`src/rtl/acc_alu_pkg.sv`:
```
package acc_alu_pkg;
  localparam int OP_W = 5;

  typedef enum logic [OP_W-1:0] {
    OP_ADD  = 5'd0,
    OP_ADDC = 5'd1,
    OP_SUBB = 5'd2,
    OP_MUL  = 5'd3,
    OP_DIV  = 5'd4,
    OP_DA   = 5'd5,
    OP_AND  = 5'd6,
    OP_OR   = 5'd7,
    OP_XOR  = 5'd8,
    OP_CPL  = 5'd9,
    OP_RR   = 5'd10,
    OP_RL   = 5'd11,
    OP_RRC  = 5'd12,
    OP_RLC  = 5'd13,
    OP_CMP  = 5'd14,
    OP_SETC = 5'd15,
    OP_CLRC = 5'd16,
    OP_CPLC = 5'd17
  } alu_op_e;

  typedef struct packed {
    logic cy;
    logic ac;
    logic ov;
  } alu_flags_t;
endpackage

```
`src/rtl/acc_alu_addsub.sv`:
```
module acc_alu_addsub #(
  parameter int DW = 8
) (
  input  logic [DW-1:0] a_i,
  input  logic [DW-1:0] b_i,
  input  logic          cin_i,
  input  logic          sub_i,
  output logic [DW-1:0] sum_o,
  output logic          cy_o,
  output logic          ac_o,
  output logic          ov_o
);
  localparam int HW = 4;

  logic [DW-1:0] bx;
  logic          ci;
  logic [HW:0]   lo;
  logic [DW-1:0] lo_msb;
  logic [DW:0]   full;

  // subtract as a + ~b + ~borrow, carries inverted back into borrows
  assign bx     = sub_i ? ~b_i : b_i;
  assign ci     = sub_i ^ cin_i;
  assign lo     = {1'b0, a_i[HW-1:0]} + {1'b0, bx[HW-1:0]} + {{HW{1'b0}}, ci};
  assign lo_msb = {1'b0, a_i[DW-2:0]} + {1'b0, bx[DW-2:0]} + {{(DW-1){1'b0}}, ci};
  assign full   = {1'b0, a_i} + {1'b0, bx} + {{DW{1'b0}}, ci};

  assign sum_o = full[DW-1:0];
  assign cy_o  = full[DW] ^ sub_i;
  assign ac_o  = lo[HW] ^ sub_i;
  assign ov_o  = lo_msb[DW-1] ^ full[DW];
endmodule

```
`src/rtl/acc_alu_muldiv.sv`:
```
module acc_alu_muldiv #(
  parameter int DW = 8
) (
  input  logic [DW-1:0] a_i,
  input  logic [DW-1:0] b_i,
  output logic [DW-1:0] prod_lo_o,
  output logic [DW-1:0] prod_hi_o,
  output logic [DW-1:0] quo_o,
  output logic [DW-1:0] rem_o,
  output logic          mul_ov_o,
  output logic          dz_o
);
  localparam int PW = 2 * DW;

  logic [PW-1:0] prod;
  logic [DW:0]   part;
  logic [DW-1:0] quo;

  assign prod      = {{DW{1'b0}}, a_i} * {{DW{1'b0}}, b_i};
  assign prod_lo_o = prod[DW-1:0];
  assign prod_hi_o = prod[PW-1:DW];
  assign mul_ov_o  = |prod[PW-1:DW];
  assign dz_o      = (b_i == '0);

  // restoring division, one quotient bit per unrolled stage
  always_comb begin
    part = '0;
    quo  = '0;
    for (int i = DW - 1; i >= 0; i--) begin
      part = {part[DW-1:0], a_i[i]};
      if (part >= {1'b0, b_i}) begin
        part   = part - {1'b0, b_i};
        quo[i] = 1'b1;
      end
    end
  end

  assign quo_o = quo;
  assign rem_o = part[DW-1:0];
endmodule

```
`src/rtl/acc_alu_dadj.sv`:
```
module acc_alu_dadj #(
  parameter int DW = 8
) (
  input  logic [DW-1:0] a_i,
  input  logic          cy_i,
  input  logic          ac_i,
  output logic [DW-1:0] res_o,
  output logic          cy_o
);
  localparam int NIB = DW / 4;

  logic [DW:0] v;

  // nibble corrections low to high; carries ripple through the sum
  always_comb begin
    v = {1'b0, a_i};
    for (int i = 0; i < NIB; i++) begin
      if ((v[4*i +: 4] > 4'd9) ||
          (i == 0 && ac_i) ||
          (i == NIB - 1 && (cy_i || v[DW])))
        v = v + ((DW+1)'(6) << (4 * i));
    end
  end

  assign res_o = v[DW-1:0];
  assign cy_o  = cy_i | v[DW];
endmodule

```
`src/rtl/acc_alu_flags.sv`:
```
module acc_alu_flags
  import acc_alu_pkg::*;
(
  input  logic       clk_i,
  input  logic       rst_ni,
  input  logic       en_i,
  input  alu_flags_t d_i,
  output alu_flags_t q_o
);
  always_ff @(posedge clk_i or negedge rst_ni) begin
    if (!rst_ni)   q_o <= '0;
    else if (en_i) q_o <= d_i;
  end
endmodule

```
`src/rtl/acc_alu.sv`:
```
module acc_alu
  import acc_alu_pkg::*;
#(
  parameter int DW = 8
) (
  input  logic            clk_i,
  input  logic            rst_ni,
  input  logic            valid_i,
  input  logic [OP_W-1:0] op_i,
  input  logic [DW-1:0]   acc_i,
  input  logic [DW-1:0]   opd_i,
  input  logic [DW-1:0]   b_i,
  output logic [DW-1:0]   acc_o,
  output logic [DW-1:0]   b_o,
  output logic            cy_o,
  output logic            ac_o,
  output logic            ov_o,
  output logic            par_o
);
  alu_op_e    op;
  alu_flags_t fl_q, fl_d;

  logic [DW-1:0] as_sum;
  logic          as_cy, as_ac, as_ov, as_cin, as_sub;
  logic [DW-1:0] p_lo, p_hi, quo, rem;
  logic          mul_ov, dz;
  logic [DW-1:0] da_res;
  logic          da_cy;
  logic [DW-1:0] acc_n, b_n;

  assign op     = alu_op_e'(op_i);
  assign as_sub = (op == OP_SUBB);
  assign as_cin = (op == OP_ADD) ? 1'b0 : fl_q.cy;

  acc_alu_addsub #(.DW(DW)) u_addsub (
    .a_i(acc_i), .b_i(opd_i), .cin_i(as_cin), .sub_i(as_sub),
    .sum_o(as_sum), .cy_o(as_cy), .ac_o(as_ac), .ov_o(as_ov)
  );

  acc_alu_muldiv #(.DW(DW)) u_muldiv (
    .a_i(acc_i), .b_i(b_i),
    .prod_lo_o(p_lo), .prod_hi_o(p_hi), .quo_o(quo), .rem_o(rem),
    .mul_ov_o(mul_ov), .dz_o(dz)
  );

  acc_alu_dadj #(.DW(DW)) u_dadj (
    .a_i(acc_i), .cy_i(fl_q.cy), .ac_i(fl_q.ac),
    .res_o(da_res), .cy_o(da_cy)
  );

  always_comb begin
    acc_n = acc_i;
    b_n   = b_i;
    fl_d  = fl_q;
    case (op)
      OP_ADD, OP_ADDC, OP_SUBB: begin
        acc_n   = as_sum;
        fl_d.cy = as_cy;
        fl_d.ac = as_ac;
        fl_d.ov = as_ov;
      end
      OP_MUL: begin
        acc_n   = p_lo;
        b_n     = p_hi;
        fl_d.cy = 1'b0;
        fl_d.ov = mul_ov;
      end
      OP_DIV: begin
        fl_d.cy = 1'b0;
        fl_d.ov = dz;
        if (!dz) begin
          acc_n = quo;
          b_n   = rem;
        end
      end
      OP_DA: begin
        acc_n   = da_res;
        fl_d.cy = da_cy;
      end
      OP_AND: acc_n = acc_i & opd_i;
      OP_OR:  acc_n = acc_i | opd_i;
      OP_XOR: acc_n = acc_i ^ opd_i;
      OP_CPL: acc_n = ~acc_i;
      OP_RR:  acc_n = {acc_i[0], acc_i[DW-1:1]};
      OP_RL:  acc_n = {acc_i[DW-2:0], acc_i[DW-1]};
      OP_RRC: begin
        acc_n   = {fl_q.cy, acc_i[DW-1:1]};
        fl_d.cy = acc_i[0];
      end
      OP_RLC: begin
        acc_n   = {acc_i[DW-2:0], fl_q.cy};
        fl_d.cy = acc_i[DW-1];
      end
      OP_CMP:  fl_d.cy = (acc_i < opd_i);
      OP_SETC: fl_d.cy = 1'b1;
      OP_CLRC: fl_d.cy = 1'b0;
      OP_CPLC: fl_d.cy = ~fl_q.cy;
      default: ;
    endcase
  end

  acc_alu_flags u_flags (
    .clk_i(clk_i), .rst_ni(rst_ni), .en_i(valid_i),
    .d_i(fl_d), .q_o(fl_q)
  );

  assign acc_o = acc_n;
  assign b_o   = b_n;
  assign cy_o  = fl_q.cy;
  assign ac_o  = fl_q.ac;
  assign ov_o  = fl_q.ov;
  assign par_o = ^acc_i;
endmodule

```
`config.mk`:
```
export PLATFORM = sky130hd
export DESIGN_NAME = acc_alu
export DESIGN_NICKNAME = d
export VERILOG_FILES = /design/src/rtl/acc_alu_pkg.sv /design/src/rtl/acc_alu_addsub.sv /design/src/rtl/acc_alu_muldiv.sv /design/src/rtl/acc_alu_dadj.sv /design/src/rtl/acc_alu_flags.sv /design/src/rtl/acc_alu.sv
export SDC_FILE = /design/constraint.sdc
export NUM_CORES = 1
export LEC_CHECK = 0
export BUFFER_PORTS_ARGS = -buffer_cell sky130_fd_sc_hd__buf_2
export CAP_MARGIN = 20
export CORE_UTILIZATION = 50
export DETAILED_ROUTE_END_ITERATION = 7
export HOLD_SLACK_MARGIN = 0.06
export PLACE_DENSITY = 0.68
export SKIP_CTS_REPAIR_TIMING = 1
export SLEW_MARGIN = 40
export SYNTH_ARGS = -nofsm -noshare
export SYNTH_HDL_FRONTEND = slang
export SYNTH_SLANG_ARGS = --single-unit
```
`constraint.sdc`:
```
create_clock -name clk_i -period 49.1 [get_ports clk_i]
set_clock_uncertainty 0.05 [all_clocks]
set_input_delay 2.455 -clock clk_i [delete_from_list [all_inputs] [get_ports clk_i]]
set_output_delay 2.455 -clock clk_i [all_outputs]
set_load 0.03 [all_outputs]
```
==> flow_metrics.tcl <==
set metrics [dict create \
    numCtsBuffers 3 \
    globalRouteTotalUtil_pct 29.92 \
    vias 7797 \
    outcome "finished clean" \
    path_class "in2out" \
    critPathCaptureType "output pin" \
    final_cells 1249 \
    cts_max_path_buffers 2 \
    ir_worst_vdd_mv 0.04548 \
    clockRootBuffer "clkbuf_16" \
    syn_area_per_cell_um2 7.534 \
    cts_tree "done" \
    firstDrtPassIters 5 \
    viasPerCell 6.243 \
    core_area_um2 15200 \
    cap_violations 0 \
    wl_mm 23.83 \
    drive_gt1_share_pct 10.74 \
    start_util_pct 51.34 \
    ff2ff_setup_slack_ns 45.16 \
    synth_xor_area_share_pct 7.631 \
    n_fill_cell 1490 \
    regArea_um2 75.07 \
    drt_iter0_drc 512 \
    worst-endpoint-required_ns 46.60 \
    clock_sinks 3 \
    slowest_stage "a2111oi_2" \
    dp_hpwl_mm 18.83 \
    fmax_mhz 43.82 \
    whs_path_depth 2 \
    ys_types 91 \
    tightestPinTransition_ns 0.9143 \
    area_growth_syn_to_layout_pct 6.140 \
    placed_cells 1244 \
    reg.largest.list "u_flags.q_o: 3 flops" \
    boundaryPins 52 \
    finalCritPeriodShare_pct 46.48 \
    rr_worst_depth 15 \
    finalSetupViolations 0 \
    critPathMostFrequentCell "o21ai_0" \
    synth_nets 1254 \
    cts.htree.levels 1 \
    synth_cells 1036 \
    antenna_found_initial 0 \
    worstPathArrival_ns 20.32 \
    fin_setup_tns_ns 0 \
    synth_adder_area_share_pct 34.15 \
    synthesis.area_um2 7805 \
    port_buffers 51 \
    synth-seq-cells 3 \
    synthSimpleGateAreaFrac_pct 19.46 \
    fin_nets 1280 \
    synthMuxAreaShare_pct 5.226 \
    hold_end "u_flags.q_o[0]" \
    finalHoldViolCount 0 \
    power_density_nw_per_um2 36.22 \
    grt_pass1_vias 7373 \
    die_height_um 126.9 \
    utilization_pct 54.49 \
    clk_pin_slew_ns 0.03 \
    worstPathMaxFanout 16 \
    largest_register "u_flags.q_o" \
    synth_top_family_by_area "adder cells" \
    remaining_drc_errors 0 \
    gr-total-overflow 0 \
    die_x_um 126.9 \
    grt_pass1_wl_mm 38.57 \
    r2r-start "u_flags.q_o[2]" \
    post-route-min-period_ns 22.82 \
    reg2reg_to "u_flags.q_o[0]" \
    leakage_nw 4.066 \
    max_stage_delay_ns 0.55 \
    slew_violations 0 \
    largest_register_ffs 3 \
    min_path_type "reg2reg" \
    synth_edf_count 0 \
    gp_congestion 0.9287 \
    drtAntennaViolNets 0 \
    yosys_most_used_dff "dfrtp_1" \
    yosysSeqAreaShare_pct 0.9618 \
    rsz0062_at_grt "false" \
    grt_start_max_net_pins 29 \
    hold_start "u_flags.q_o[0]" \
    synth_compound_area_share_pct 25.01 \
    timing.slew.headroom_pct 39.04 \
    wire_per_inst_um 19.08 \
    clk_latency_ns 0.22 \
    synthArstFlopShare_pct 100.0 \
    die_area_um2 16110 \
    ys_warn_count 0 \
    n_antenna_cell 0 \
    cp-start-kind "input pin" \
    fp-row-count 45 \
    multi_input_area_um2 7171 \
]
area by class of cell:
| type | count | share of cell area [%] |
|---|---|---|
| inverter | 111 | 5.029 |
| timing repair buffer | 58 | 3.715 |
| multi-input combinational | 885 | 86.56 |
| tap | 188 | 2.839 |
| clock buffer | 4 | 0.9515 |
| sequential | 3 | 0.9062 |
cell usage after synthesis (14+ instances only):
| cell | n | area (um^2) |
|---|---|---|
| inv_1 | 108 | 405.4 |
| xnor2_1 | 50 | 437.9 |
| xor2_1 | 18 | 157.7 |
| a21oi_1 | 70 | 350.3 |
| o21bai_1 | 14 | 105.1 |
| mux2i_1 | 22 | 220.2 |
| nor2_1 | 94 | 352.8 |
| ha_1 | 141 | 1764 |
| nand2_1 | 89 | 334.1 |
| clkbuf_1 | 26 | 97.59 |
| nand3_1 | 16 | 80.08 |
| nand2b_1 | 16 | 100.1 |
| nor2b_1 | 20 | 125.1 |
| o21ai_0 | 58 | 290.3 |
| fa_1 | 45 | 900.9 |
critical path: cells and delay by family:
| family | cells | cell delay, ns |
|---|---|---|
| AOI/OAI and AO/OA | 32 | 6.91 |
| adders and majority gates | 8 | 2.70 |
| buffers and inverters | 6 | 1.61 |
| muxes | 5 | 1.58 |
| and+or+nand+nor | 19 | 5.02 |
placed cells by master, fill, tap and decap left out, types with 14 or more instances in the layout:
| master | instances |
|---|---|
| nor2_1 | 94 |
| buf_2 | 51 |
| o21ai_0 | 58 |
| o21bai_1 | 14 |
| nor2b_1 | 20 |
| nand3_1 | 16 |
| fa_1 | 45 |
| ha_1 | 141 |
| nand2_1 | 89 |
| xor2_1 | 18 |
| xnor2_1 | 50 |
| inv_1 | 108 |
| mux2i_1 | 22 |
| a21oi_1 | 70 |
| nand2b_1 | 16 |
worst max-delay path by stage:
| stage | from | endpoint | slack, ns | cells past startpoint |
|---|---|---|---|---|
| after floorplan | acc_i[7] | b_o[0] | 27.96 | 74 |
| after global placement | b_i[1] | b_o[0] | 26.78 | 68 |
| after detailed placement | b_i[1] | b_o[0] | 26.23 | 68 |
| after CTS | b_i[1] | b_o[0] | 26.16 | 68 |
| after global routing | b_i[1] | b_o[0] | 24.90 | 70 |
| final | b_i[1] | b_o[0] | 26.28 | 70 |
power breakdown:
| part | switching, mW | total, mW | internal [mW] |
|---|---|---|---|
| clock network | 0.00222 | 0.0129 | 0.0107 |
| logic | 0.167 | 0.283 | 0.116 |
| registers | 0.000953 | 0.00408 | 0.00313 |
logic make-up after synthesis:
logic type / Yosys count
flip-flops: 3
adder cells (fa/ha/maj): 186
buffers and inverters: 148
AO/OA/AOI/OAI: 283
XOR/XNOR: 68
AND/OR/NAND/NOR: 310
multiplexers: 38
per-stage QoR:
step | worst slack [ns] | instance area, um^2 | total power [mW] | hold WS [ns]
after floorplan | 27.96 | 7805 | 0.2277 | 0.6037
after global placement | 26.78 | 8172 | 0.2791 | 0.4594
after detailed placement | 26.23 | 8187 | 0.2806 | 0.4667
after CTS | 26.16 | 8265 | 0.2959 | 0.4764
after global routing | 24.90 | 8284 | 0.3294 | 0.5378
final | 26.28 | 8284 | 0.3001 | 0.4735
routing by layer:
metal  GRT usage (%)  share of wire (%)  vias to the layer above
li1                -                  -                     3729
met1           41.89                 46                     3712
met2           49.22                 45                      310
met3           2.193                6.4                       46
met4           8.543                2.7                        0
met5               0                  0                        -
No activity file was read; power rests on OpenSTA's default activity.
